$ cat config.mk
export PLATFORM = sky130hd
export DESIGN_NAME = chanCmdExec
export DESIGN_NICKNAME = d
export VERILOG_FILES = /design/src/rtl/chanCmdPkg.sv /design/src/rtl/chanCmdCtl.sv /design/src/rtl/chanSideState.sv /design/src/rtl/chanLineGen.sv /design/src/rtl/chanStubPath.sv /design/src/rtl/chanCmdExec.sv
export SDC_FILE = /design/constraint.sdc
export NUM_CORES = 1
export LEC_CHECK = 0
export BUFFER_PORTS_ARGS = -buffer_cell sky130_fd_sc_hd__clkbuf_2
export CAP_MARGIN = 25
export CORE_MARGIN = 4
export CORE_UTILIZATION = 50
export CTS_BUF_LIST = sky130_fd_sc_hd__clkbuf_8
export DETAILED_ROUTE_END_ITERATION = 16
export PLACE_DENSITY = 0.81
export SLEW_MARGIN = 30
export SYNTH_ARGS = -nofsm -noshare
export SYNTH_HDL_FRONTEND = slang
export SYNTH_SLANG_ARGS = --single-unit
$ cat constraint.sdc
create_clock -name clk -period 2.2 [get_ports clk]
set_input_delay 0.44 -clock clk [delete_from_list [all_inputs] [get_ports clk]]
set_output_delay 0.44 -clock clk [all_outputs]
set_load 0.02 [all_outputs]
$ cat src/rtl/chanCmdPkg.sv
package chanCmdPkg;

  typedef struct packed {
    logic clrRx;
    logic clrTx;
    logic clrTimer;
    logic abortTx;
  } cmdStrobe_t;

  localparam int CH_CLR_TIMER = 5;
  localparam int CH_CLR_RX    = 4;
  localparam int CH_CLR_TX    = 3;
  localparam logic [7:0] CH_MASK = 8'h38;

  localparam int TX_ABORT = 6;
  localparam logic [7:0] TX_MASK = 8'h6F;

  localparam logic [7:0] FLAG_PATTERN = 8'h7E;

endpackage

$ cat src/rtl/chanCmdCtl.sv
module chanCmdCtl
  import chanCmdPkg::*;
(
  input  logic       clk,
  input  logic       rstN,
  input  logic       cmdWr,
  input  logic       cmdSel,
  input  logic [7:0] cmdData,
  input  logic       asyncMode,
  output logic [7:0] chanReg,
  output logic [7:0] txReg,
  output cmdStrobe_t strobe
);

  // A register holds a write for one cycle; acceptance returns it to zero.
  always_ff @(posedge clk) begin
    if (!rstN) begin
      chanReg <= '0;
      txReg   <= '0;
    end else begin
      chanReg <= (cmdWr && !cmdSel) ? (cmdData & CH_MASK) : 8'h00;
      txReg   <= (cmdWr &&  cmdSel) ? (cmdData & TX_MASK) : 8'h00;
    end
  end

  always_comb begin
    strobe.clrRx    = chanReg[CH_CLR_RX];
    strobe.clrTx    = chanReg[CH_CLR_TX] & asyncMode;
    strobe.clrTimer = chanReg[CH_CLR_TIMER];
    strobe.abortTx  = txReg[TX_ABORT] & ~asyncMode;
  end

endmodule

$ cat src/rtl/chanSideState.sv
module chanSideState #(
  parameter int STAT_W = 8,
  parameter int OWN_N  = 2
) (
  input  logic              clk,
  input  logic              rstN,
  input  logic              clear,
  input  logic [STAT_W-1:0] statSet,
  input  logic [OWN_N-1:0]  bufGive,
  output logic [STAT_W-1:0] status,
  output logic [OWN_N-1:0]  own
);

  localparam logic [STAT_W-1:0] KEEP_MASK = STAT_W'(1);

  always_ff @(posedge clk) begin
    if (!rstN) begin
      status <= '0;
      own    <= '0;
    end else if (clear) begin
      status <= (status | statSet) & KEEP_MASK;
      own    <= '0;
    end else begin
      status <= status | statSet;
      own    <= own | bufGive;
    end
  end

endmodule

$ cat src/rtl/chanLineGen.sv
module chanLineGen
  import chanCmdPkg::*;
#(
  parameter int ABORT_ONES = 7
) (
  input  logic clk,
  input  logic rstN,
  input  logic asyncMode,
  input  logic abortTx,
  output logic txLine,
  output logic txAborting
);

  localparam int LEFT_W = $clog2(ABORT_ONES + 1);

  logic [LEFT_W-1:0] onesLeft;
  logic [2:0]        flagIdx;

  always_ff @(posedge clk) begin
    if (!rstN) begin
      txLine     <= 1'b1;
      txAborting <= 1'b0;
      onesLeft   <= '0;
      flagIdx    <= '0;
    end else if (abortTx) begin
      txLine     <= 1'b1;
      txAborting <= 1'b1;
      onesLeft   <= LEFT_W'(ABORT_ONES - 1);
      flagIdx    <= '0;
    end else if (onesLeft != '0) begin
      txLine     <= 1'b1;
      txAborting <= 1'b1;
      onesLeft   <= onesLeft - 1'b1;
    end else begin
      txAborting <= 1'b0;
      if (asyncMode) begin
        txLine  <= 1'b1;
        flagIdx <= '0;
      end else begin
        txLine  <= FLAG_PATTERN[flagIdx];
        flagIdx <= flagIdx + 1'b1;
      end
    end
  end

endmodule

$ cat src/rtl/chanStubPath.sv
module chanStubPath
  import chanCmdPkg::*;
#(
  parameter int DEPTH   = 16,
  parameter int STAT_W  = 8,
  parameter int TIMER_W = 16,
  localparam int CNT_W  = $clog2(DEPTH + 1)
) (
  input  logic               clk,
  input  logic               rstN,
  input  cmdStrobe_t         strobe,
  input  logic               asyncMode,
  input  logic               dmaMode,
  input  logic               rxPush,
  input  logic [STAT_W-1:0]  rxStatSet,
  input  logic [1:0]         rxBufGive,
  input  logic               rxSyncFound,
  input  logic               txPush,
  input  logic               txPushEof,
  input  logic [STAT_W-1:0]  txStatSet,
  input  logic [1:0]         txBufGive,
  input  logic [3:0]         bufStatSet,
  input  logic               timerTick,
  output logic [CNT_W-1:0]   rxLevel,
  output logic [STAT_W-1:0]  rxStatus,
  output logic [1:0]         rxOwnFlags,
  output logic               rxHunting,
  output logic [CNT_W-1:0]   txLevel,
  output logic [STAT_W-1:0]  txStatus,
  output logic [1:0]         txOwnFlags,
  output logic [3:0]         bufStatus,
  output logic [TIMER_W-1:0] timer2Val
);

  localparam logic [CNT_W-1:0] FULL = CNT_W'(DEPTH);
  localparam int SIDES = 2;

  // Side 0 is receive, side 1 is transmit; both keep the same shape.
  logic [SIDES-1:0]             sideClear;
  logic [SIDES-1:0][STAT_W-1:0] sideSet;
  logic [SIDES-1:0][1:0]        sideGive;
  logic [SIDES-1:0][STAT_W-1:0] sideStat;
  logic [SIDES-1:0][1:0]        sideOwn;

  assign sideClear = {strobe.clrTx, strobe.clrRx};
  assign sideSet   = {txStatSet, rxStatSet};
  assign sideGive  = {txBufGive, rxBufGive};

  for (genvar s = 0; s < SIDES; s++) begin : g_side
    chanSideState #(.STAT_W(STAT_W), .OWN_N(2)) side_i (
      .clk     (clk),
      .rstN    (rstN),
      .clear   (sideClear[s]),
      .statSet (sideSet[s]),
      .bufGive (sideGive[s]),
      .status  (sideStat[s]),
      .own     (sideOwn[s])
    );
  end

  assign rxStatus   = sideStat[0];
  assign txStatus   = sideStat[1];
  assign rxOwnFlags = sideOwn[0];
  assign txOwnFlags = sideOwn[1];

  // Receive FIFO level: pushes need a buffer owned by the device.
  always_ff @(posedge clk) begin
    if (!rstN) begin
      rxLevel <= '0;
    end else if (strobe.clrRx) begin
      rxLevel <= '0;
    end else if (rxPush && (rxOwnFlags != 2'b00) && (rxLevel < FULL)) begin
      rxLevel <= rxLevel + 1'b1;
    end
  end

  always_ff @(posedge clk) begin
    if (!rstN) begin
      rxHunting <= 1'b1;
    end else if (strobe.clrRx && !asyncMode) begin
      rxHunting <= 1'b1;
    end else if (rxSyncFound) begin
      rxHunting <= 1'b0;
    end
  end

  // Transmit FIFO level with the distance to the first end-of-frame entry.
  logic [CNT_W-1:0] toEof;
  logic             eofSeen;
  logic [CNT_W-1:0] keptLevel;

  assign keptLevel = eofSeen ? (txLevel - toEof) : '0;

  always_ff @(posedge clk) begin
    if (!rstN) begin
      txLevel <= '0;
      toEof   <= '0;
      eofSeen <= 1'b0;
    end else if (strobe.clrTx) begin
      txLevel <= '0;
      toEof   <= '0;
      eofSeen <= 1'b0;
    end else if (strobe.abortTx && dmaMode) begin
      txLevel <= keptLevel;
      toEof   <= keptLevel;
      eofSeen <= 1'b0;
    end else if (txPush && (txLevel < FULL)) begin
      txLevel <= txLevel + 1'b1;
      if (!eofSeen) begin
        toEof   <= toEof + 1'b1;
        eofSeen <= txPushEof;
      end
    end
  end

  always_ff @(posedge clk) begin
    if (!rstN) begin
      bufStatus <= '0;
    end else begin
      bufStatus <= (bufStatus | bufStatSet)
                 & {{2{~strobe.clrTx}}, {2{~strobe.clrRx}}};
    end
  end

  always_ff @(posedge clk) begin
    if (!rstN) begin
      timer2Val <= '0;
    end else if (strobe.clrTimer) begin
      timer2Val <= '0;
    end else if (timerTick) begin
      timer2Val <= timer2Val + 1'b1;
    end
  end

endmodule

$ cat src/rtl/chanCmdExec.sv
module chanCmdExec
  import chanCmdPkg::*;
#(
  parameter int DEPTH      = 16,
  parameter int STAT_W     = 8,
  parameter int TIMER_W    = 16,
  parameter int ABORT_ONES = 7,
  localparam int CNT_W     = $clog2(DEPTH + 1)
) (
  input  logic               clk,
  input  logic               rstN,
  input  logic               cmdWr,
  input  logic               cmdSel,
  input  logic [7:0]         cmdData,
  input  logic               asyncMode,
  input  logic               dmaMode,
  input  logic               rxPush,
  input  logic [STAT_W-1:0]  rxStatSet,
  input  logic [1:0]         rxBufGive,
  input  logic               rxSyncFound,
  input  logic               txPush,
  input  logic               txPushEof,
  input  logic [STAT_W-1:0]  txStatSet,
  input  logic [1:0]         txBufGive,
  input  logic [3:0]         bufStatSet,
  input  logic               timerTick,
  output logic [7:0]         chanCmdRd,
  output logic [7:0]         txCmdRd,
  output logic               clrRxPulse,
  output logic               clrTxPulse,
  output logic               clrTimerPulse,
  output logic               abortPulse,
  output logic [CNT_W-1:0]   rxLevel,
  output logic [STAT_W-1:0]  rxStatus,
  output logic [1:0]         rxOwnFlags,
  output logic               rxHunting,
  output logic [CNT_W-1:0]   txLevel,
  output logic [STAT_W-1:0]  txStatus,
  output logic [1:0]         txOwnFlags,
  output logic [3:0]         bufStatus,
  output logic [TIMER_W-1:0] timer2Val,
  output logic               txLine,
  output logic               txAborting
);

  cmdStrobe_t strobe;

  chanCmdCtl ctl_i (
    .clk       (clk),
    .rstN      (rstN),
    .cmdWr     (cmdWr),
    .cmdSel    (cmdSel),
    .cmdData   (cmdData),
    .asyncMode (asyncMode),
    .chanReg   (chanCmdRd),
    .txReg     (txCmdRd),
    .strobe    (strobe)
  );

  chanStubPath #(.DEPTH(DEPTH), .STAT_W(STAT_W), .TIMER_W(TIMER_W)) path_i (
    .clk         (clk),
    .rstN        (rstN),
    .strobe      (strobe),
    .asyncMode   (asyncMode),
    .dmaMode     (dmaMode),
    .rxPush      (rxPush),
    .rxStatSet   (rxStatSet),
    .rxBufGive   (rxBufGive),
    .rxSyncFound (rxSyncFound),
    .txPush      (txPush),
    .txPushEof   (txPushEof),
    .txStatSet   (txStatSet),
    .txBufGive   (txBufGive),
    .bufStatSet  (bufStatSet),
    .timerTick   (timerTick),
    .rxLevel     (rxLevel),
    .rxStatus    (rxStatus),
    .rxOwnFlags  (rxOwnFlags),
    .rxHunting   (rxHunting),
    .txLevel     (txLevel),
    .txStatus    (txStatus),
    .txOwnFlags  (txOwnFlags),
    .bufStatus   (bufStatus),
    .timer2Val   (timer2Val)
  );

  chanLineGen #(.ABORT_ONES(ABORT_ONES)) line_i (
    .clk        (clk),
    .rstN       (rstN),
    .asyncMode  (asyncMode),
    .abortTx    (strobe.abortTx),
    .txLine     (txLine),
    .txAborting (txAborting)
  );

  assign clrRxPulse    = strobe.clrRx;
  assign clrTxPulse    = strobe.clrTx;
  assign clrTimerPulse = strobe.clrTimer;
  assign abortPulse    = strobe.abortTx;

endmodule

# Word-level counts from Yosys, hierarchy flattened
# Memories as Yosys holds them, arrays and structs flattened. A register that Yosys moved wholly into a read port is not among the register bits.
# Cells that the tools add are included.
[word_totals]
elab_cells = 79
register_bits = 80
out_inout_bits = 73
ram_bits = 0
latch_bits = 0
mem_count = 1
romBits = 8
[classes]
n_mux = 12
addsub = 7
eq_ne = 1
bitwise_logic = 12
shifts = 0
div_mod_pow = 0
multipliers = 0
n_lt_le_gt_ge = 2
reduce_logical = 23
[memory_table]
columns = ["name", "words", "width", "rd", "rd_clocked_by_memory_dff", "wr", "line_no", "text"]
rows = [
  ["(name not given)", 8, 1, 1, 1, 0, "chanLineGen.sv:40", "txLine <= FLAG_PATTERN[flagIdx];"],
]
[op_table]
columns = ["cell", "n"]
rows = [
  ["$mux 5", 6],
  ["$add 16x1->16 const B", 1],
  ["$or 8x8->8", 2],
  ["$add 5x1->5 const B", 3],
  ["$lt 5x5->1 const B", 2],
  ["$reduce_or 2->1", 5],
  ["$mux 3", 3],
  ["$logic_and 1x1->1", 7],
  ["$reduce_and 2->1", 3],
  ["$reduce_bool 2->1", 3],
  ["$sub 5x5->5", 1],
  ["$and 4x4->4", 1],
  ["$not 1->1", 4],
  ["$or 2x2->2", 2],
  ["$or 4x4->4", 1],
  ["$reduce_or 4->1", 1],
  ["$add 3x1->3 const B", 1],
  ["$mux 1", 3],
  ["$reduce_bool 3->1", 1],
  ["$reduce_or 3->1", 1],
  ["$sub 3x1->3 const B", 1],
  ["$and 1x1->1", 2],
  ["$logic_not 1->1", 2],
  ["$ne 2x2->1 const B", 1],
]

# Longest topological paths before layout
# Gate-level depths: netlist of run 1.
[depth]
word_depth = 5
depth_mapped = 8
depth_no_buf = 8

# Hierarchy
# A second synthesis of run 1 with hierarchy kept.
[unflattened]
hier_cells = 335
hier_area_um2 = 3118.0
[modules_own_cells]
columns = ["module", "area_per_inst_um2", "seq_area_each_um2", "cells_each", "instances"]
rows = [
  ["chanStubPath", 1774.2, 740.7, 200, 1],
  ["chanSideState", 292.8, 200.2, 31, 2],
  ["chanLineGen", 411.6, 160.2, 43, 1],
  ["chanCmdCtl", 346.6, 180.2, 30, 1],
]

# Worst setup path after synthesis of run 1
# No wires, ideal clock.
[synth_path]
path_type = "register -> register"
start = "reg path_i.txLevel[0]"
end = "reg path_i.txLevel[4]"
setup_time_ps = 115
path_stages_with_launch = 9
t_required_ps = 2085
setup_slack_ps = 147
arrival_time_ps = 1938
path_buffers = 0
path_cell_list = "dfxtp_1 -> inv_1 -> ha_1 -> fa_1 -> nand2b_1 -> a21oi_1 -> mux2i_1 -> o21ai_0 -> and2_1"
[synth_between]
elab_chain_len = 3
word_cells_on_any_way = 8
[synth_lines]
columns = ["item", "line_no", "text"]
rows = [
  ["from (decl)", "chanStubPath.sv:28", "output logic [CNT_W-1:0] txLevel,"],
  ["from (signal assigned)", "chanStubPath.sv:104", "txLevel <= keptLevel;"],
  ["from (signal assigned)", "chanStubPath.sv:108", "txLevel <= txLevel + 1'b1;"],
  ["$add 5x1->5, or another cell as far along", "chanStubPath.sv:108", ""],
  ["$mux 5, or another cell as far along", "chanStubPath.sv:107", "end else if (txPush && (txLevel < FULL)) begin"],
  ["$mux 5 / $reduce_bool 2->1 (equally long branches)", "-", ""],
]
# Several ways; a longest one is shown, not always the timed one. The select of a mux whose other input is x is not followed.
# A chain may end at the register's enable or synchronous reset.

# Final worst setup path of run 1
# Same ends and word-level chain as after synthesis.

==> impl_summary.txt, run 1 <==
----------------------------------------------------
[Worst setup path]
  List of cells traversed by the critical path ... inv_1 > ha_1 > fa_1 > nand2b_1 > a21oi_1 > mux2i_1 > o21ai_0 > and2_1
  Highest net fanout along the worst path ... 2
  CP required ... 2.43 ns
  Critical path's slowest cell ... sky130_fd_sc_hd__fa_1
  Buffering stage count on the worst path with inverters included ... 1
  CP delay by family, top ... adder cells
  Crit path capture type ... register
  Launching element type of the critical path ... register
  CP max stage delay ... 0.42 ns
  Data arrival, critical path ... 2.21 ns
  Category of the most critical setup path ... register to register

[Layout]
  Final Instance Count excl. Fillers ... 516
  Layout cells sized above 1 ... 29.25%
  Antenna fix cells ... 0
  Fill cells ... 510
  Final #Nets ... 493
  Signed area change from the synthesized netlist to the final layout ... 25.61%
  Highest-count cells in the layout ignoring fill and taps ... 107 x sky130_fd_sc_hd__clkbuf_2, 74 x sky130_fd_sc_hd__dfxtp_1, 50 x sky130_fd_sc_hd__nor2_1
  Most common cell after layout, fill and taps aside ... sky130_fd_sc_hd__clkbuf_2

[Place]
  Hpwl dp ... 5146 um
  Routability-driven placement congestion ratio ... 0.8253
  Total instance count after detailed placement ... 500
  # port buffers ... 107

[Clock network]
  Largest buffer count on any clock path ... 2
  Post-CTS resize count ... 0
  Root Buffer Master ... sky130_fd_sc_hd__clkbuf_8
  CTS tree ... built
  Number of clock sinks seen by CTS ... 74
  Inserted Clock Buffers ... 9
  H-Tree Level Count ... 3
  Setup repair bufs after CTS ... 0
  Clk pin slew, worst setup/hold paths ... 0.08 ns
  Hold-fix buffers at CTS ... 0
  Clk_lat worst skew ... 0.33 ns

[Global routing]
  Total grt overflow ... 0
  Maximum number of pins on one net before global-route repair ... 22
  Antenna violations before repair ... 0
  Wire length of the first global-routing pass ... 10,670 um
  Vias in the first global route ... 2,365
  Total routing usage reported by global routing ... 17.82%

[Route]
  Number of detailed-routing iterations run before antenna repair ... 4
  Detailed-route via count ... 2,582
  Drt wl/cell ... 12.92 um
  Number of nets with antenna violations after routing ... 0
  Vias per Instance ... 5.004
  DR iter-0 viols ... 102
  Final Routed Wirelength ... 6669 um
  DRC viols ... 0

[STA]
  Number of failing setup endpoints in the final timing report ... 0
  Final Max Tran Viols ... 0
  Fraction of the cycle the final worst path needs ... 90.10%
  Slew HR ... 56.06%
  Upper clock frequency limit ... 0.5045 GHz
  Tmin final ... 1.982 ns
  Setup repair after global routing missed its margin ... false
  Total Neg Setup Slack ... 0 ns
  Worst-margin pin slew ... 0.6577 ns
  Largest clock skew in the final design ... 0.01153 ns
  Final number of hold-violating endpoints ... 0

[Floorplan]
  Core Footprint ... 5921 sq um
  Chip width ... 86.21 um
  Count of pins on the block boundary ... 116
  Initial core utilization ... 51.65%
  Y dimension of the die ... 86.21 um
  Standard-cell row count ... 28
  Die area ... 7431 sq um

[Worst hold path]
  Type of the worst min-delay path ... input pin to register

[Synthesis]
  Share of synthesized registers carrying an async set or reset ... 0%
  Prevailing post-synth register cell ... sky130_fd_sc_hd__dfxtp_1
  Mean cell area of the mapped netlist ... 9.351 sq um
  Number of synthesized flops with an enable pin ... 0
  Post-Synthesis Cell Area ... 3058 sq um
  Number of synthesis warnings ... 0
  Sequential share of the synthesized area ... 48.45%
  Biggest area consumer among synthesized cells ... sky130_fd_sc_hd__dfxtp_1
  Distinct cell type count after synthesis ... 39
  Area share of the leading cell type in the synthesized netlist ... 48.45%
  Biggest area contributors in the synthesized netlist ... sky130_fd_sc_hd__dfxtp_1 48%, sky130_fd_sc_hd__nor2_1 6.1%, sky130_fd_sc_hd__ha_1 5.3%
  Number of storage elements in the synthesis netlist ... 74
  Synthesized instance count ... 327

[Status]
  Result of the run ... finished clean

[Power and ir drop]
  Pwr Total ... 3.018 mW
  Static power due to leakage ... 1.862 nW
  P per Cell Area ... 785.7 nW/um^2
  Worst ir drop on vdd ... 0.4412 mV

[Job]
  Count of maximum capacitance violations ... 0

----------------------------------------------------
-- state kept, by name (all words and copies together), names as in the netlist --
signal / count
ctl_i.chanReg: 3
path_i.timer2Val: 16
path_i.g_side.side_i.own: 4
path_i.txLevel: 5
path_i.g_side.side_i.status: 16
line_i.flagIdx: 3
line_i.onesLeft: 3
path_i.bufStatus: 4
path_i.toEof: 5
path_i.eofSeen: 1
path_i.rxHunting: 1
line_i.txLine: 1
ctl_i.txReg: 6
line_i.txAborting: 1
path_i.rxLevel: 5
-- power breakdown --
| group | leakage [nW] | total (mW) | switching (mW) | internal, mW |
|---|---|---|---|---|
| logic | 1.15 | 0.426 | 0.252 | 0.175 |
| clock network | 0.107 | 1.12 | 0.488 | 0.636 |
| registers | 0.608 | 1.47 | 0.0546 | 1.41 |
| total | 1.86 | 3.02 | 0.794 | 2.22 |
-- cell usage after synthesis, types with 6 or more instances --
library cell               number
sky130_fd_sc_hd__a21oi_1       11
sky130_fd_sc_hd__inv_1         13
sky130_fd_sc_hd__buf_4          9
sky130_fd_sc_hd__nor2b_1        6
sky130_fd_sc_hd__and2_1        13
sky130_fd_sc_hd__o21a_1        14
sky130_fd_sc_hd__ha_1          13
sky130_fd_sc_hd__xnor2_1       10
sky130_fd_sc_hd__nor2_1        50
sky130_fd_sc_hd__o21ai_0       21
sky130_fd_sc_hd__xor2_1        11
sky130_fd_sc_hd__clkbuf_1       6
sky130_fd_sc_hd__nand2_1       16
sky130_fd_sc_hd__dfxtp_1       74
-- logic make-up (layout without fill, tap and decap cells) --
family                     count (synthesis)  count (layout)  synth area share [%]
AOI/OAI and AO/OA                         65              65                 13.63
xor gates and xnor gates                  21              21                 6.015
adders and majority gates                 14              14                 5.974
buffers and inverters                     30             138                 4.869
DFF                                       74              74                 48.45
muxes                                      5               5                 1.678
other                                      1               7                0.1226
and+or+nand+nor                          117             117                 19.27
-- routing by layer --
layer,vias to the layer above,GRT usage (%),wire length [um]
met1,1161,21.17,2823
li1,1313,-,-
met5,-,0,0
met2,92,30.48,3278
met4,0,8.640,141
met3,16,3.897,426
-- through the flow --
stage,hold WS (ns),instance area [sq um],utilization [%],worst slack [ns]
2_1_floorplan,0.4855,3080,-,0.1467
5_1_grt,0.2933,3841,64.88,0.08403
6_report,0.3054,3841,64.88,0.2179
3_5_place_dp,0.4429,3625,61.22,0.2305
4_1_cts,0.2894,3841,64.88,0.2232
3_3_place_gp,0.4345,3625,61.22,0.2754
-- worst reg2reg max path: stages, from the launching register on --
cell and delay, ns:
sky130_fd_sc_hd__dfxtp_1 0.33, sky130_fd_sc_hd__inv_1 0.06, sky130_fd_sc_hd__ha_1 0.22, sky130_fd_sc_hd__fa_1 0.42, sky130_fd_sc_hd__nand2b_1 0.16, sky130_fd_sc_hd__a21oi_1 0.20
sky130_fd_sc_hd__mux2i_1 0.24, sky130_fd_sc_hd__o21ai_0 0.10, sky130_fd_sc_hd__and2_1 0.16
-- cell type report --
type	instances	area, sq um	area share (%)
sequential	74	1481	38.57
multi-input combinational	229	1450	37.75
timing repair buffer	109	550.5	14.33
clock buffer	9	123.9	3.225
tap	75	93.84	2.443
clock inverter	7	92.59	2.410
inverter	13	48.80	1.270
-- path summary, 6_finish.rpt --
kind | cells after the start | from | slack [ns] | to
worst max register to register | 8 | path_i.txLevel[0] | 0.22 | path_i.txLevel[4]
worst max-delay path | 8 | path_i.txLevel[0] | 0.22 | path_i.txLevel[4]
worst min-delay path | 2 | cmdData[4] | 0.31 | ctl_i.chanReg[4]
worst min register to register | 1 | path_i.bufStatus[2] | 0.45 | path_i.bufStatus[2]
Power figures use the tool's default switching activity.
==> run 2: changes to the inputs <==
Settings changed: CORE_UTILIZATION 50 to 46, GPL_ROUTABILITY_DRIVEN from default to 0, PLACE_DENSITY 0.81 to 0.79, SETUP_SLACK_MARGIN from default to 0.4.
Clock period 2.2 ns to 1.6 ns, I/O delays scaled along.
==> run 2 against run 1 <==
Via count grew 14%. Worst hold slack worse by 0.13 ns. Sequential share of layout area shrank 6.9 points. Clock power up 55%. Sequential power grew 36%. Final cell count grew 12%. The flow now finishes with violations (setup timing). Critical endpoint is now path_i.toEof[4].
==> impl_summary.txt, run 2 (same netlist as run 1, synthesis figures left out) <==
----------------------------------------------------
[Status]
  Result of the run ... complete, but fails checks
  Failing checks ... setup timing

[Worst setup path]
  Category of the most critical setup path ... register to register
  Beginning of the critical path ... path_i.txLevel[0]
  Reg2reg end ... path_i.toEof[4]
  Highest net fanout along the worst path ... 2
  Register-to-register setup slack ... -0.17 ns
  Launching element type of the critical path ... register
  Critical register-to-register path startpoint ... path_i.txLevel[0]
  Data arrival, critical path ... 2.00 ns
  R2R cell count ... 8
  Crit path capture type ... register
  CP required ... 1.83 ns

[Layout]
  Signed area change from the synthesized netlist to the final layout ... 62.07%
  Layout cells sized above 1 ... 53.49%
  Most common cell after layout, fill and taps aside ... sky130_fd_sc_hd__buf_4
  Final Instance Count excl. Fillers ... 578
  Final design instance area without fill ... 4956 sq um
  Final #Nets ... 553
  Antenna fix cells ... 0
  Leading registers by flop count ... path_i.g_side.side_i.status: 16 flops, path_i.timer2Val: 16 flops, ctl_i.txReg: 6 flops
  Highest-count cells in the layout ignoring fill and taps ... 69 x sky130_fd_sc_hd__buf_4, 57 x sky130_fd_sc_hd__clkbuf_2, 46 x sky130_fd_sc_hd__nor2_1

[Place]
  Total instance count after detailed placement ... 517
  Hpwl dp ... 5284 um
  Area post-placement ... 3906 sq um
  # port buffers ... 107
  Worst slack at placement ... -0.2051 ns

[Clock network]
  Clk pin slew, worst setup/hold paths ... 0.08 ns
  CTS tree ... built
  Hold-fix buffers at CTS ... 0
  Inserted Clock Buffers ... 9
  Clk_lat worst skew ... 0.34 ns
  Largest buffer count on any clock path ... 2
  Root Buffer Master ... sky130_fd_sc_hd__clkbuf_8
  H-Tree Level Count ... 3
  Number of clock sinks seen by CTS ... 74

[Power and ir drop]
  Pwr Total ... 4.633 mW
  Worst ir drop on vdd ... 0.6932 mV
  P per Cell Area ... 934.9 nW/um^2
  Static power due to leakage ... 2.311 nW

[STA]
  Largest clock skew in the final design ... 0.01460 ns
  Smallest setup slack after layout ... -0.1678 ns
  Setup repair after global routing missed its margin ... true
  Final Max Tran Viols ... 0
  Tmin final ... 1.768 ns
  Number of failing setup endpoints in the final timing report ... 4
  Fraction of the cycle the final worst path needs ... 110.5%
  Upper clock frequency limit ... 0.5657 GHz
  Final number of hold-violating endpoints ... 0

[Route]
  DRC viols ... 0
  Routed length on met2 ... 4596 um
  Final Routed Wirelength ... 8422 um
  Drt wl/cell ... 14.57 um
  Routed metal-1 wirelength ... 3170 um
  Top Layer Used ... met4
  Vias per Instance ... 5.088
  Detailed-route via count ... 2,941
  Number of detailed-routing iterations run before antenna repair ... 4
  DR iter-0 viols ... 102
  Number of nets with antenna violations after routing ... 0
  Met3 routed WL ... 465 um

[Job]
  Count of maximum capacitance violations ... 0

[Global routing]
  Total grt overflow ... 0
  Antenna violations before repair ... 0
  Total routing usage reported by global routing ... 20.39%
  Wire length of the first global-routing pass ... 12,610 um
  Maximum number of pins on one net before global-route repair ... 17
  Vias in the first global route ... 2,815

[Floorplan]
  Count of pins on the block boundary ... 116
  Die area ... 8017 sq um
  Chip width ... 89.54 um
  Standard-cell row count ... 29
  Core Footprint ... 6386 sq um
  Y dimension of the die ... 89.54 um
  Initial core utilization ... 47.88%

[Worst hold path]
  Hold-critical path endpoint ... ctl_i.txReg[6]
  Type of the worst min-delay path ... input pin to register
  Number of cells on the worst hold path ... 2
  Worst hold path startpoint ... cmdData[6]

----------------------------------------------------
[run 2: cell count changes in the layout (fill, tap and decap cells not counted), sizes merged]
cell      previous run  this run
buf                  2       107
clkbuf             116        71
clkinvlp             2         0
clkinv               1         2
bufinv               2         3
[run 2: worst max-delay path, stage by stage (launching register included)]
cell                       delay, ns
sky130_fd_sc_hd__dfxtp_4        0.36
sky130_fd_sc_hd__inv_4          0.04
sky130_fd_sc_hd__ha_4           0.15
sky130_fd_sc_hd__fa_2           0.35
sky130_fd_sc_hd__nand2b_4       0.16
sky130_fd_sc_hd__a21oi_4        0.15
sky130_fd_sc_hd__mux2i_2        0.25
sky130_fd_sc_hd__o21ai_1        0.09
sky130_fd_sc_hd__o211a_1        0.12
[run 2: worst max path at each step]
stage                        end  slack (ns)  cells after the start
4_1_cts          path_i.toEof[4]       -0.15                      8
2_1_floorplan  path_i.txLevel[4]       -0.19                      8
3_3_place_gp   path_i.txLevel[4]       -0.18                      8
3_5_place_dp   path_i.txLevel[4]       -0.21                      8
5_1_grt        path_i.txLevel[4]       -0.25                      8
6_report         path_i.toEof[4]       -0.17                      8
[run 2: area by class of cell]
cell class,instances,area [sq um]
flip-flops and latches,74,1572
clock buffers,9,123.9
repair buffers,169,1292
inverters,13,51.30
well taps,77,96.34
fillers,427,1430
clock inverters,7,116.4
multi-input cells,229,1704
[run 2: layer usage]
layer  vias to the layer above  GRT usage, %
met5                         -             0
met4                         0         8.525
li1                       1438             -
met3                        16         3.779
met1                      1386         23.09
met2                       101         37.24
[run 2: power by group]
group          total, mW  switching (mW)  leakage, nW  internal, mW
clock network       1.74           0.701        0.125          1.04
logic              0.893           0.440         1.56         0.453
registers           2.00          0.0752        0.629          1.93
[run 2: timing repair]
| item | 4_1_cts | 5_1_grt |
|---|---|---|
| resized for setup | 86 | 92 |
| pin swaps | 33 | 26 |
| setup buffers | 28 | 17 |
| endpoints found under the setup margin | 55 | 83 |
| endpoints found under the hold margin | 0 | 0 |
[run 2: stage by stage]
step           hold WS, ns  TNS, ns  util, %
3_3_place_gp        0.4339  -0.3354    61.17
2_1_floorplan       0.4345  -0.3504        -
4_1_cts             0.1624  -0.3103    72.86
3_5_place_dp        0.4404  -0.3925    61.17
6_report            0.1766  -0.3930    77.61
5_1_grt             0.1740  -0.8054    77.61
